[config.mk]
export PLATFORM = sky130hd
export DESIGN_NAME = param_entry_seq
export DESIGN_NICKNAME = d
export VERILOG_FILES = /design/src/rtl/pes_pkg.sv /design/src/rtl/pes_key_edge.sv /design/src/rtl/pes_digit_field.sv /design/src/rtl/pes_bcd_to_bin.sv /design/src/rtl/pes_clamp.sv /design/src/rtl/param_entry_seq.sv
export SDC_FILE = /design/constraint.sdc
export NUM_CORES = 1
export LEC_CHECK = 0
export ABC_CLOCK_PERIOD_IN_PS = 29600
export BUFFER_PORTS_ARGS = -buffer_cell sky130_fd_sc_hd__buf_2
export CAP_MARGIN = 5
export CORE_MARGIN = 2
export CORE_UTILIZATION = 30
export DETAILED_ROUTE_END_ITERATION = 10
export GPL_TIMING_DRIVEN = 0
export PLACE_DENSITY_LB_ADDON = 0.12
export SYNTH_ARGS = -nofsm -noshare
export SYNTH_HDL_FRONTEND = slang
export SYNTH_SLANG_ARGS = --single-unit
[constraint.sdc]
create_clock -name clk_i -period 29.6 [get_ports clk_i]
set_input_delay 5.92 -clock clk_i [delete_from_list [all_inputs] [get_ports clk_i]]
set_output_delay 5.92 -clock clk_i [all_outputs]
set_load 0.01 [all_outputs]
[src/rtl/pes_pkg.sv]
package pes_pkg;
  typedef enum logic [1:0] {ST_CHECK, ST_PROG, ST_DONE} pes_state_e;

  function automatic int param_lo(int idx);
    case (idx)
      0:             return 4;
      1:             return 1;
      2, 3, 8:       return 40;
      default:       return 0;
    endcase
  endfunction

  function automatic int param_hi(int idx);
    case (idx)
      0:       return 32768;
      1:       return 1000;
      default: return 65535;
    endcase
  endfunction
endpackage

[src/rtl/pes_key_edge.sv]
module pes_key_edge #(
  parameter int N = 2
) (
  input  logic         clk_i,
  input  logic         rst_ni,
  input  logic [N-1:0] key_i,
  output logic [N-1:0] rise_o
);
  for (genvar g = 0; g < N; g++) begin : g_key
    logic prev_q;
    // reset to pressed: a key held through reset must be released first
    always_ff @(posedge clk_i or negedge rst_ni) begin
      if (!rst_ni) prev_q <= 1'b1;
      else         prev_q <= key_i[g];
    end
    assign rise_o[g] = key_i[g] & ~prev_q;
  end
endmodule

[src/rtl/pes_digit_field.sv]
module pes_digit_field #(
  parameter int NUM_DIGITS = 6,
  localparam int CUR_W = $clog2(NUM_DIGITS)
) (
  input  logic                    clk_i,
  input  logic                    rst_ni,
  input  logic                    inc_i,
  input  logic                    adv_i,
  input  logic                    clr_i,
  output logic [4*NUM_DIGITS-1:0] digits_o,
  output logic [CUR_W-1:0]        cursor_o,
  output logic                    last_o
);
  logic [CUR_W-1:0] cur_q;

  always_ff @(posedge clk_i or negedge rst_ni) begin
    if (!rst_ni)    cur_q <= '0;
    else if (clr_i) cur_q <= '0;
    else if (adv_i) cur_q <= cur_q + 1'b1;
  end

  for (genvar k = 0; k < NUM_DIGITS; k++) begin : g_dig
    logic [3:0] d_q;
    always_ff @(posedge clk_i or negedge rst_ni) begin
      if (!rst_ni)                          d_q <= '0;
      else if (clr_i)                       d_q <= '0;
      else if (inc_i && cur_q == CUR_W'(k)) d_q <= (d_q == 4'd9) ? 4'd0 : d_q + 4'd1;
    end
    assign digits_o[4*k +: 4] = d_q;
  end

  assign cursor_o = cur_q;
  assign last_o   = (cur_q == CUR_W'(NUM_DIGITS - 1));
endmodule

[src/rtl/pes_bcd_to_bin.sv]
module pes_bcd_to_bin #(
  parameter int NUM_DIGITS = 6,
  parameter int BIN_W      = 20
) (
  input  logic [4*NUM_DIGITS-1:0] digits_i,
  output logic [BIN_W-1:0]        value_o
);
  logic [BIN_W-1:0] acc [NUM_DIGITS+1];
  assign acc[0] = '0;
  // digit 0 is most significant: Horner chain left to right
  for (genvar k = 0; k < NUM_DIGITS; k++) begin : g_acc
    assign acc[k+1] = acc[k] * BIN_W'(10) + BIN_W'(digits_i[4*k +: 4]);
  end
  assign value_o = acc[NUM_DIGITS];
endmodule

[src/rtl/pes_clamp.sv]
module pes_clamp #(
  parameter int BIN_W  = 20,
  parameter int DATA_W = 16,
  parameter int IDX_W  = 4
) (
  input  logic [BIN_W-1:0]  value_i,
  input  logic [IDX_W-1:0]  idx_i,
  output logic [DATA_W-1:0] data_o
);
  logic [BIN_W-1:0] lo, hi, sel;
  always_comb begin
    lo = BIN_W'(pes_pkg::param_lo(int'(idx_i)));
    hi = BIN_W'(pes_pkg::param_hi(int'(idx_i)));
    if (value_i < lo)      sel = lo;
    else if (value_i > hi) sel = hi;
    else                   sel = value_i;
  end
  assign data_o = DATA_W'(sel);
endmodule

[src/rtl/param_entry_seq.sv]
module param_entry_seq #(
  parameter int NUM_DIGITS = 6,
  parameter int NUM_PARAMS = 9,
  parameter int DATA_W     = 16,
  localparam int CUR_W = $clog2(NUM_DIGITS),
  localparam int IDX_W = $clog2(NUM_PARAMS),
  localparam int BIN_W = $clog2(10 ** NUM_DIGITS)
) (
  input  logic                    clk_i,
  input  logic                    rst_ni,
  input  logic                    key_inc_i,
  input  logic                    key_enter_i,
  output logic                    prog_active_o,
  output logic                    normal_o,
  output logic [4*NUM_DIGITS-1:0] digits_o,
  output logic [CUR_W-1:0]        cursor_o,
  output logic [IDX_W-1:0]        cur_param_o,
  output logic                    wr_en_o,
  output logic [IDX_W-1:0]        param_idx_o,
  output logic [DATA_W-1:0]       wr_data_o
);
  import pes_pkg::*;

  pes_state_e       state_q;
  logic [IDX_W-1:0] idx_q, wr_idx_q;
  logic             wr_en_q;
  logic [DATA_W-1:0] wr_data_q, clamped;
  logic [1:0]       rise;
  logic             prog, do_enter, do_inc, last, commit;
  logic [BIN_W-1:0] bin_val;

  pes_key_edge #(.N(2)) u_edge (
    .clk_i, .rst_ni,
    .key_i  ({key_enter_i, key_inc_i}),
    .rise_o (rise)
  );

  assign prog     = (state_q == ST_PROG);
  assign do_enter = prog & rise[1];
  assign do_inc   = prog & rise[0] & ~rise[1];  // enter wins a tie
  assign commit   = do_enter & last;

  pes_digit_field #(.NUM_DIGITS(NUM_DIGITS)) u_field (
    .clk_i, .rst_ni,
    .inc_i    (do_inc),
    .adv_i    (do_enter & ~last),
    .clr_i    (commit),
    .digits_o (digits_o),
    .cursor_o (cursor_o),
    .last_o   (last)
  );

  pes_bcd_to_bin #(.NUM_DIGITS(NUM_DIGITS), .BIN_W(BIN_W)) u_conv (
    .digits_i (digits_o),
    .value_o  (bin_val)
  );

  pes_clamp #(.BIN_W(BIN_W), .DATA_W(DATA_W), .IDX_W(IDX_W)) u_clamp (
    .value_i (bin_val),
    .idx_i   (idx_q),
    .data_o  (clamped)
  );

  always_ff @(posedge clk_i or negedge rst_ni) begin
    if (!rst_ni) begin
      state_q <= ST_CHECK;
      idx_q   <= '0;
    end else begin
      case (state_q)
        ST_CHECK: state_q <= (key_inc_i && key_enter_i) ? ST_PROG : ST_DONE;
        ST_PROG: if (commit) begin
          if (idx_q == IDX_W'(NUM_PARAMS - 1)) state_q <= ST_DONE;
          else                                 idx_q   <= idx_q + 1'b1;
        end
        default: state_q <= ST_DONE;
      endcase
    end
  end

  always_ff @(posedge clk_i or negedge rst_ni) begin
    if (!rst_ni) begin
      wr_en_q   <= 1'b0;
      wr_idx_q  <= '0;
      wr_data_q <= '0;
    end else begin
      wr_en_q <= commit;
      if (commit) begin
        wr_idx_q  <= idx_q;
        wr_data_q <= clamped;
      end
    end
  end

  assign prog_active_o = prog;
  assign normal_o      = (state_q == ST_DONE);
  assign cur_param_o   = idx_q;
  assign wr_en_o       = wr_en_q;
  assign param_idx_o   = wr_idx_q;
  assign wr_data_o     = wr_data_q;
endmodule

After elaboration in Yosys (flattened, before gate mapping). Cells that the tools add are included.

$add $sub $neg: 13. Multipliers: 5. $lt $le $gt $ge: 2. Equal/unequal tests: 19. Multiplexer cells: 28. Bitwise logic cells: 12. Reductions and logical operators: 20.

Operators by type and width (count): $add 20x4->20 (5); $mul 20x3->19 const B (4); $mux 4 (18); $mux 16 (2); $pmux 16 s2 (1); $add 4x1->4 const B (7); $eq 4x4->1 const B (7); $gt 20x16->1 (1); $lt 20x6->1 (1); $pmux 6 s3 (1); $reduce_bool 2->1 (7); $eq 4x2->1 const B (2); $and 1x1->1 (7); $logic_and 1x1->1 (7); $mul 4x3->7 const B (1); $eq 3x2->1 const B (2); $eq 3x3->1 const B (2); $mux 2 (3); $mux 3 (2); $not 1->1 (5); $eq 4x1->1 const B (1); $logic_not 4->1 (1); $ne 2x1->1 const B (2); $pmux 2 s2 (1); 9 further kinds (9).

Bits in registers: 56. Bits of input ports: 4. Output and inout bits: 54. Word-level logic and storage cells: 113.

Depth between registers and ports, before layout. Gate-level depths: netlist of the first run.

Depth in word-level cells: 13. Depth in mapped cells: 48. Gate-level depth less buffers: 46.

Hierarchy. A second synthesis of the first run with hierarchy kept.

Cells, all modules: 884. Area, all modules: 7933.9 um^2.

Modules (own cells, without submodules): pes_bcd_to_bin (instances 1, cells each 540, area each 4336.7 um^2, sequential area each 0.0 um^2); pes_digit_field (instances 1, cells each 163, area each 1574.0 um^2, sequential area each 675.6 um^2); param_entry_seq (instances 1, cells each 73, area each 1157.4 um^2, sequential area each 675.6 um^2); pes_clamp (instances 1, cells each 104, area each 785.8 um^2, sequential area each 0.0 um^2); pes_key_edge (instances 1, cells each 4, area each 80.1 um^2, sequential area each 52.6 um^2).

Worst setup path before layout of the first run. No wires, ideal clock.

Path type: register -> register. Start: register u_field.g_dig[0].d_q[1]. End: register wr_data_q[5], in the netlist wr_data_o[5]. Setup time: 87 ps. Arrival time: 10241 ps. Required time: 29513 ps. Slack: 19273 ps. Stages on the path, launching flop included: 44. Buffers on the path: 0. Period minus slack after synthesis: 10327 ps. Cells stage by stage: dfrtp_1 > ha_1 > ha_1 > fa_1 > xnor2_1 > nor4b_1 > xnor2_1 > ha_1 > ha_1 > a21oi_1 > xnor2_1 > inv_1 > nor3_1 > xor2_1 > ha_1 > ha_1 > a2111oi_0 > inv_1 > [... 8 more ...] > nand3b_1 > xor2_1 > and4_1 > xor2_1 > ha_1 > ha_1 > and4_1 > a21boi_0 > a2111o_1 > or3b_1 > nor2_1 > and4b_1 > xnor2_2 > xnor2_2 > xor2_2 > nand4_1 > or3_1 > o211ai_1.

Word-level cells in the longest chain between the ends: 13. Elaborated cells on any way between the ends: 14. Classes of those cells: add/sub (5); mul (5); order compare (2); mux (2).

Ends and longest elaborated chain: start, declared (line pes_digit_field.sv:23) `logic [3:0] d_q;`; start signal, assigned (line pes_digit_field.sv:27) `else if (inc_i && cur_q == CUR_W'(k)) d_q <= (d_q == 4'd9) ? 4'd0 : d_q + 4'd1;`; $mul 4x3->7 * (line pes_bcd_to_bin.sv:12) `assign acc[k+1] = acc[k] * BIN_W'(10) + BIN_W'(digits_i[4*k +: 4]);`; $add 20x4->20 * (line pes_bcd_to_bin.sv:12); $mul 20x3->19 * (line pes_bcd_to_bin.sv:12); $add 20x4->20 * (line pes_bcd_to_bin.sv:12); $mul 20x3->19 * (line pes_bcd_to_bin.sv:12); $add 20x4->20 * (line pes_bcd_to_bin.sv:12); $mul 20x3->19 * (line pes_bcd_to_bin.sv:12); $add 20x4->20 * (line pes_bcd_to_bin.sv:12); $mul 20x3->19 * (line pes_bcd_to_bin.sv:12); $add 20x4->20 * (line pes_bcd_to_bin.sv:12); $gt 20x16->1 (line pes_clamp.sv:15) `else if (value_i > hi) sel = hi;`; $mux 16 (line pes_clamp.sv:15); $mux 16 * (line pes_clamp.sv:14) `if (value_i < lo) sel = lo;`; end signal, assigned (line param_entry_seq.sv:89) `wr_data_q <= clamped;`; end, declared (line param_entry_seq.sv:27) `logic [DATA_W-1:0] wr_data_q, clamped;`.

Mark *: on every way between the ends. The rest lies on a longest branch, timed or not. A chain may end at the register's enable or synchronous reset.

Worst setup path after layout of the first run. Ends and elaborated chain as after synthesis.

==> results of run 1 <==
-- area by class of cell --
type,instances,area [um^2],share of cell area
Clock inverter,3,27.5,0.00314
Multi-Input combinational cell,802,6210,0.708
Clock buffer,5,125,0.0143
Inverter,50,188,0.0214
Buffer,22,90.1,0.0103
Tap cell,335,419,0.0478
Sequential cell,56,1400,0.160
Timing Repair Buffer,58,305,0.0348
-- registers in the layout, summed over array words and instances (netlist names) --
signal and cells:
wr_data_o 16, param_idx_o 4, wr_en_o 1, u_edge.g_key.prev_q 2
u_field.g_dig.d_q 24, cur_param_o 4, state_q 2, u_field.cursor_o 3
-- metrics by stage --
step / std cells / utilization / setup slack [ns] / hold slack (ns)
after CTS: 1331 / 0.338 / 17.64 / 0.457
after global routing: 1331 / 0.338 / 16.70 / 0.483
after global placement: 1322 / 0.332 / 17.70 / 0.452
final: 1331 / 0.338 / 17.70 / 0.455
after detailed placement: 1323 / 0.333 / 17.71 / 0.445
after floorplan: 930 / - / 19.27 / 0.422
-- cells by family (layout without fill, tap and decap cells) --
| group | Yosys count | in the layout | synth area share |
|---|---|---|---|
| flops | 56 | 56 | 0.178 |
| buf+inv | 72 | 138 | 0.0352 |
| mux | 5 | 5 | 0.00650 |
| fa+ha+maj | 155 | 155 | 0.255 |
| compound gates | 237 | 237 | 0.204 |
| simple gates | 298 | 298 | 0.199 |
| other cells | 1 | 1 | 0.000476 |
| xor+xnor | 106 | 106 | 0.121 |
-- power breakdown --
group | total [uW] | switching (uW) | leakage (uW) | internal, uW
combinational | 8.75 | 5.86 | 0.00354 | 2.89
clock | 64.6 | 32.3 | 0.0000719 | 32.3
sequential | 76.8 | 0.112 | 0.000724 | 76.7
-- metal layers --
| layer | track usage | up-vias | part of all wire |
|---|---|---|---|
| li1 | - | 3505 | - |
| met1 | 0.196 | 3107 | 0.50 |
| met2 | 0.236 | 82 | 0.47 |
| met3 | 0.0169 | 10 | 0.028 |
| met4 | 0.0163 | 0 | 0.0063 |
| met5 | 0 | - | 0 |
-- placed cells by master (no fill, tap or decap), drive strengths merged, types with 44 or more instances in the layout --
| cell | synthesis | layout |
|---|---|---|
| nor2 | 59 | 59 |
| a21oi | 62 | 62 |
| dfrtp | 54 | 54 |
| nand2 | 84 | 84 |
| inv | 50 | 51 |
| buf | 6 | 64 |
| xor2 | 44 | 44 |
| ha | 145 | 145 |
| o21ai | 53 | 53 |
| xnor2 | 62 | 62 |
-- path summary, 6_finish.rpt --
| kind | endpoint | slack (ns) |
|---|---|---|
| max | wr_data_o[5]$_DFFE_PN0P_ | 17.70 |
| max in group asynchronous | u_edge.g_key[0].prev_q$_DFF_PN1_ | 23.39 |
| min in group asynchronous | param_idx_o[0]$_DFFE_PN0P_ | 5.57 |
| min | state_q[0]$_DFFE_PN0P_ | 0.46 |
| min reg2reg | state_q[0]$_DFFE_PN0P_ | 0.46 |
| max reg2reg | wr_data_o[5]$_DFFE_PN0P_ | 17.70 |
==> impl_metrics.yaml, run 1 <==
outcome:
  status: "completed"
power:
  pwr_density_cell_mw_per_mm2: 17.1
  peakVddDrop_mv: 0.0211
  leakage_uw: 0.00434
  p_total_uw: 150
logic_synthesis:
  synth_area_leaders: "ha_1 (23%), dfrtp_1 (17%), xnor2_1 (6.7%)"
  syn_inst: 930
  syn-num-nets: 1089
  ys_seq_area_frac: 0.178
  yosys.area.top_type_share: 0.230
  synth_most_common_cell: "ha_1"
  yosys.cell_types.count: 90
  synthFlopType: "dfrtp_1"
  ys_top_cells_by_count: "ha_1 (145), nand2_1 (83), a21oi_1 (62)"
  synth_warnings: 0
  synthArstFlopShare: 1.00
  yosysTopAreaCell: "ha_1"
  ys_seq_elements: 56
  syn_area_per_cell_um2: 8.48
  synth_area_mm2: 0.00789
  synth_edf_count: 0
die:
  chipHeight_um: 166
  num_rows: 59
  core_area_mm2: 0.0259
  fp.dieW_um: 166
  start_util: 0.304
  io_pins: 58
  dieArea_mm2: 0.0276
route:
  wl_per_cell_um: 14.3
  ant_nets: 0
  routed_wirelength_um: 19000
  vias: 6704
  vias_per_cell: 5.04
  drtIter0Drc: 259
  drc: 0
  drtPass1Iterations: 5
clocking:
  cts_tree: "done"
  clk_pin_slew_ns: 0.08
  cts_buffers: 5
  post_cts_buffers: 0
  cts.htree.levels: 2
  clock_latency_ns: 0.30
  numClockSinks: 56
  cts_resized: 0
  ctsRootBufferMaster: "clkbuf_16"
  cts_hold_buf: 0
  cts.path.max_buffers: 2
worst_setup_path:
  critPathMaxFanout: 9
  endpoint_kind: "flip-flop"
  worstPathRequired_ns: 29.82
  cp_slowest_cell: "nor4_1"
  crit_buf_inv: 2
  arrival_ns: 12.12
  cp.depth: 41
  slowest_delay_ns: 0.60
  r2r_start: "u_field.g_dig[0].d_q[1]$_DFFE_PN0P_"
  crit_start: "u_field.g_dig[0].d_q[1]$_DFFE_PN0P_"
  setup.worst_path.class: "flip-flop to flip-flop"
  cp_top_family: "adder cells"
  crit_path_frequent_cell: "ha_1"
  worstRegToRegCells: 41
  startpoint_type: "flip-flop"
min_path:
  holdPathStages: 1
  min_path_type: "flip-flop to flip-flop"
  min-delay-start: "state_q[1]$_DFFE_PN0P_"
run:
  drv_cap: 0
final_layout:
  nets: 1154
  antenna-diode-count: 0
  syn_to_final_growth_pct: 11.2
  final_layout_size_suffix_gt1_frac: 0.0974
  fin_area_mm2: 0.00877
  fillers: 2786
timing:
  finalCriticalPeriod_ns: 11.90
  fin_setup_tns_ns: 0
  drv_slew: 0
  fmax_mhz: 84.0
  fin_skew_ns: 0.00648
  rsz0062_at_grt: "no"
  worstMarginPinSlew_ns: 0.875
  maxSlewHeadroom: 0.415
  finalHoldViolCount: 0
  fin_crit_sh: 0.402
  final-setup-viol-count: 0
placement:
  dp.final_hpwl_um: 15700
  gp_routability_congestion: 0.807
  port-buffer-count: 57
  place_area_mm2: 0.00862
global_route:
  grt_usage: 0.139
  first_global_vias: 6616
  grt_first_pass_wirelength_um: 32900
  grt_overflow_total: 0
  grt_max_degree: 38
  antenna_found_initial: 0
No activity file was read; power rests on OpenSTA's default activity.
==> run 2: changes to the inputs <==
ABC_AREA = 1   (was default)
ABC_CLOCK_PERIOD_IN_PS = 12470   (was 29600)
clock period = 12.47 ns   (was 29.6 ns; I/O delays follow)
==> impl_metrics.yaml, run 2 <==
logic_synthesis:
  synthFlopType: "dfrtp_1"
  ys_top_cells_by_count: "nand2_1 (256), inv_1 (226), ha_1 (145)"
  syn-num-nets: 1375
  syn_area_per_cell_um2: 6.86
  synth_most_common_cell: "nand2_1"
  yosys.area.top_type_share: 0.218
  synth_edf_count: 0
  synth_area_leaders: "ha_1 (22%), dfrtp_1 (16%), nand2_1 (12%)"
  ys_seq_elements: 56
  yosys.cell_types.count: 54
  synth_area_mm2: 0.00834
  synth_warnings: 0
  ys_seq_area_frac: 0.168
  synthArstFlopShare: 1.00
  yosysTopAreaCell: "ha_1"
  syn_inst: 1216
worst_setup_path:
  endpoint_kind: "flip-flop"
  arrival_ns: 11.19
  crit_buf_inv: 11
  worstPathRequired_ns: 12.66
  cp_top_family: "adder cells"
  cp_slowest_cell: "o31ai_1"
  critPathMaxFanout: 10
  startpoint_type: "flip-flop"
  setup.worst_path.class: "flip-flop to flip-flop"
  crit_path_frequent_cell: "ha_1"
  slowest_delay_ns: 0.78
clocking:
  cts_tree: "done"
  cts.htree.levels: 2
  numClockSinks: 56
  clk_pin_slew_ns: 0.07
  cts_resized: 0
  cts.path.max_buffers: 2
  cts_hold_buf: 0
  post_cts_buffers: 0
  ctsRootBufferMaster: "clkbuf_16"
  clock_latency_ns: 0.30
  cts_buffers: 5
route:
  wl_met3_um: 552
  top_layer: "met4"
  drc: 0
  drtIter0Drc: 270
  routed-wl-met2_um: 8530
  drtPass1Iterations: 5
  ant_nets: 0
  routed_wirelength_um: 19500
  vias: 7502
  wl_met1_um: 10300
  wl_per_cell_um: 11.8
  vias_per_cell: 4.52
timing:
  fin_setup_tns_ns: 0
  worstMarginPinSlew_ns: 0.883
  final-setup-viol-count: 0
  fin_crit_sh: 0.882
  rsz0062_at_grt: "no"
  drv_slew: 0
  maxSlewHeadroom: 0.406
  fin_skew_ns: 0.00490
  finalCriticalPeriod_ns: 11.00
  finalHoldViolCount: 0
  fmax_mhz: 90.9
die:
  chipHeight_um: 171
  fp.dieW_um: 171
  num_rows: 61
  io_pins: 58
  dieArea_mm2: 0.0291
  start_util: 0.303
  core_area_mm2: 0.0276
min_path:
  min_path_type: "flip-flop to flip-flop"
final_layout:
  layout.cells.most_common: "nand2_1"
  final_cell_mix: "nand2_1 (256), inv_1 (226), ha_1 (145)"
  fillers: 3091
  regArea_mm2: 0.00140
  syn_to_final_growth_pct: 11.0
  nets: 1440
  antenna-diode-count: 0
  multi_input_area_mm2: 0.00601
  final_layout_size_suffix_gt1_frac: 0.103
  regMostFlops: "u_field.g_dig.d_q"
  largest_reg_flops: 24
placement:
  dp.final_hpwl_um: 16800
  port-buffer-count: 57
  gp_routability_congestion: 0.809
global_route:
  grt_usage: 0.143
  grt_overflow_total: 0
  antenna_found_initial: 0
  first_global_vias: 7429
  grt_first_pass_wirelength_um: 34800
  grt_max_degree: 33
run:
  drv_cap: 0
outcome:
  status: "completed"
run 2: final cells by class:
type / count / area share
Clock inverter: 2 / 0.00149
Buffer: 6 / 0.00527
Tap cell: 378 / 0.0511
Timing Repair Buffer: 58 / 0.0330
Sequential cell: 56 / 0.152
Multi-Input combinational cell: 920 / 0.649
Clock buffer: 6 / 0.0139
Inverter: 234 / 0.0949
run 2: worst reg2reg max path: cells and delay by family (launching register included):
family | cells | cell delay, ns
AOI/OAI and AO/OA | 8 | 1.74
xor gates and xnor gates | 4 | 0.82
adders and majority gates | 12 | 4.05
buffers and inverters | 11 | 0.99
DFF | 1 | 0.50
and+or+nand+nor | 20 | 2.83
run 2: kinds of logic after synthesis:
group | after synthesis | synth area share
AOI/OAI and AO/OA | 162 | 0.115
buffers and inverters | 240 | 0.111
xor gates and xnor gates | 68 | 0.0732
and+or+nand+nor | 534 | 0.290
DFF | 56 | 0.168
adders and majority gates | 155 | 0.242
other | 1 | 0.000450
run 2: final timing paths:
kind	from	to	slack, ns	depth (start not counted)
max	u_field.g_dig[0].d_q[1]$_DFFE_PN0P_	wr_data_o[9]$_DFFE_PN0P_	1.47	55
min	wr_data_o[8]$_DFFE_PN0P_	wr_data_o[8]$_DFFE_PN0P_	0.49	2
max reg2reg	u_field.g_dig[0].d_q[1]$_DFFE_PN0P_	wr_data_o[9]$_DFFE_PN0P_	1.47	55
min reg2reg	wr_data_o[8]$_DFFE_PN0P_	wr_data_o[8]$_DFFE_PN0P_	0.49	2
max in group asynchronous	rst_ni	u_field.g_dig[2].d_q[1]$_DFFE_PN0P_	9.59	2
min in group asynchronous	rst_ni	wr_data_o[9]$_DFFE_PN0P_	2.27	1
run 2: metal layers:
metal | up-vias | global-route usage
li1 | 4078 | -
met4 | 0 | 0.0256
met2 | 69 | 0.237
met5 | - | 0
met3 | 6 | 0.0164
met1 | 3349 | 0.200
run 2: through the flow:
step / hold WS (ns) / setup WS (ns) / instance area [um^2] / util / cells
6_report: 0.491 / 1.47 / 9260 / 0.336 / 1660
2_1_floorplan: 0.505 / 2.96 / 8340 / - / 1216
4_1_cts: 0.494 / 1.49 / 9260 / 0.336 / 1660
3_5_place_dp: 0.473 / 1.57 / 9110 / 0.331 / 1652
3_3_place_gp: 0.455 / 1.52 / 9090 / 0.330 / 1651
5_1_grt: 0.520 / 0.288 / 9260 / 0.336 / 1660
Power of run 2 is left out: the tool's default activity adds up to more than one toggle a clock period on the data nets, which glitch-free logic cannot reach.
==> run 3: changes to the inputs <==
PLACE_DENSITY_LB_ADDON = 0.1   (was 0.12)
==> impl_metrics.yaml, run 3 (synthesis gave the netlist of run 2 again) <==
outcome:
  status: "completed"
route:
  routed_wirelength_um: 19700
  drtIter0Drc: 305
  drc: 0
  vias_per_cell: 4.51
  ant_nets: 0
  wl_per_cell_um: 11.9
  drtPass1Iterations: 4
  vias: 7489
global_route:
  gr-usage-met3: 0.0153
  grt_usage: 0.142
  antenna_found_initial: 0
  met1_usage: 0.203
  grtUsageMet2: 0.234
  grt_max_degree: 31
  grt_overflow_total: 0
  grt_first_pass_wirelength_um: 34700
  first_global_vias: 7362
  gr-max-usage-layer: "met2"
die:
  dieArea_mm2: 0.0291
  core_area_mm2: 0.0276
  chipHeight_um: 171
  io_pins: 58
  num_rows: 61
  fp.dieW_um: 171
  start_util: 0.303
final_layout:
  final_cell_mix: "nand2_1 (256), inv_1 (226), ha_1 (145)"
  nets: 1440
  largest_reg_flops: 24
  final_layout_size_suffix_gt1_frac: 0.104
  fillers: 3000
  layout.cells.most_common: "nand2_1"
  regArea_mm2: 0.00140
  multi_input_area_mm2: 0.00601
  regMostFlops: "u_field.g_dig.d_q"
  syn_to_final_growth_pct: 11.2
  antenna-diode-count: 0
clocking:
  clk_pin_slew_ns: 0.08
  cts_hold_buf: 0
  cts.path.max_buffers: 2
  cts_buffers: 5
  cts_tree: "done"
  post_cts_buffers: 0
  clock_latency_ns: 0.31
  numClockSinks: 56
  cts.htree.levels: 2
  ctsRootBufferMaster: "clkbuf_16"
  cts_resized: 0
timing:
  hold_slack_ns: 0.475
  fin_skew_ns: 0.0112
  drv_slew: 0
  worstMarginPinSlew_ns: 0.898
  fin_setup_tns_ns: 0
  finalHoldViolCount: 0
  fmax_mhz: 90.3
  rsz0062_at_grt: "no"
  finalCriticalPeriod_ns: 11.07
  maxSlewHeadroom: 0.396
  final-setup-viol-count: 0
  fin_crit_sh: 0.888
worst_setup_path:
  worstPathRequired_ns: 12.66
  critPathMaxFanout: 10
  arrival_ns: 11.26
  endpoint_kind: "flip-flop"
  startpoint_type: "flip-flop"
  r2r_slack_ns: 1.40
  slowest_delay_ns: 0.79
  worstRegToRegCells: 55
  cp_slowest_cell: "o31ai_1"
  setup.worst_path.class: "flip-flop to flip-flop"
  crit_path_frequent_cell: "ha_1"
placement:
  dp.final_hpwl_um: 16800
  port-buffer-count: 57
  gp_routability_congestion: 0.790
run:
  drv_cap: 0
min_path:
  min_path_type: "flip-flop to flip-flop"
  holdPathStages: 2
run 3: worst paths after layout:
path	start	endpoint
worst max-delay path	u_field.g_dig[0].d_q[1]$_DFFE_PN0P_	wr_data_o[7]$_DFFE_PN0P_
worst min-delay path	param_idx_o[3]$_DFFE_PN0P_	param_idx_o[3]$_DFFE_PN0P_
worst max register to register	u_field.g_dig[0].d_q[1]$_DFFE_PN0P_	wr_data_o[7]$_DFFE_PN0P_
worst min register to register	param_idx_o[3]$_DFFE_PN0P_	param_idx_o[3]$_DFFE_PN0P_
max in group asynchronous	rst_ni	u_edge.g_key[0].prev_q$_DFF_PN1_
min in group asynchronous	rst_ni	wr_data_o[8]$_DFFE_PN0P_
run 3: critical path: cells and delay by family (launching register included):
family / cells / cell delay (ns)
adder cells (fa/ha/maj): 12 / 4.05
AND/OR/NAND/NOR: 20 / 2.82
AO/OA/AOI/OAI: 8 / 1.76
buffers and inverters: 11 / 0.98
XOR/XNOR: 4 / 0.78
flip-flops: 1 / 0.50
run 3: layout make-up:
class                      count  share of cell area
multi-input combinational    920               0.648
sequential                    56               0.151
inverter                     234              0.0948
tap                          378              0.0510
timing repair buffer          58              0.0329
clock buffer                   5              0.0135
buffer                         6             0.00527
clock inverter                 3             0.00284
run 3: metrics by stage:
step	cell area [um^2]	util	setup slack [ns]	std cells
floorplan	8340	-	2.96	1216
global placement	9090	0.330	1.50	1651
detailed placement	9110	0.331	1.47	1652
CTS	9270	0.336	1.35	1660
global route	9270	0.336	0.177	1660
finish	9270	0.336	1.40	1660
run 3: metal layers:
layer / up-vias / wire [um]
met5: - / 0
met4: 0 / 153
met3: 7 / 627
met2: 79 / 8490
met1: 3323 / 10400
li1: 4080 / -
Power of run 3 is left out for the same reason.
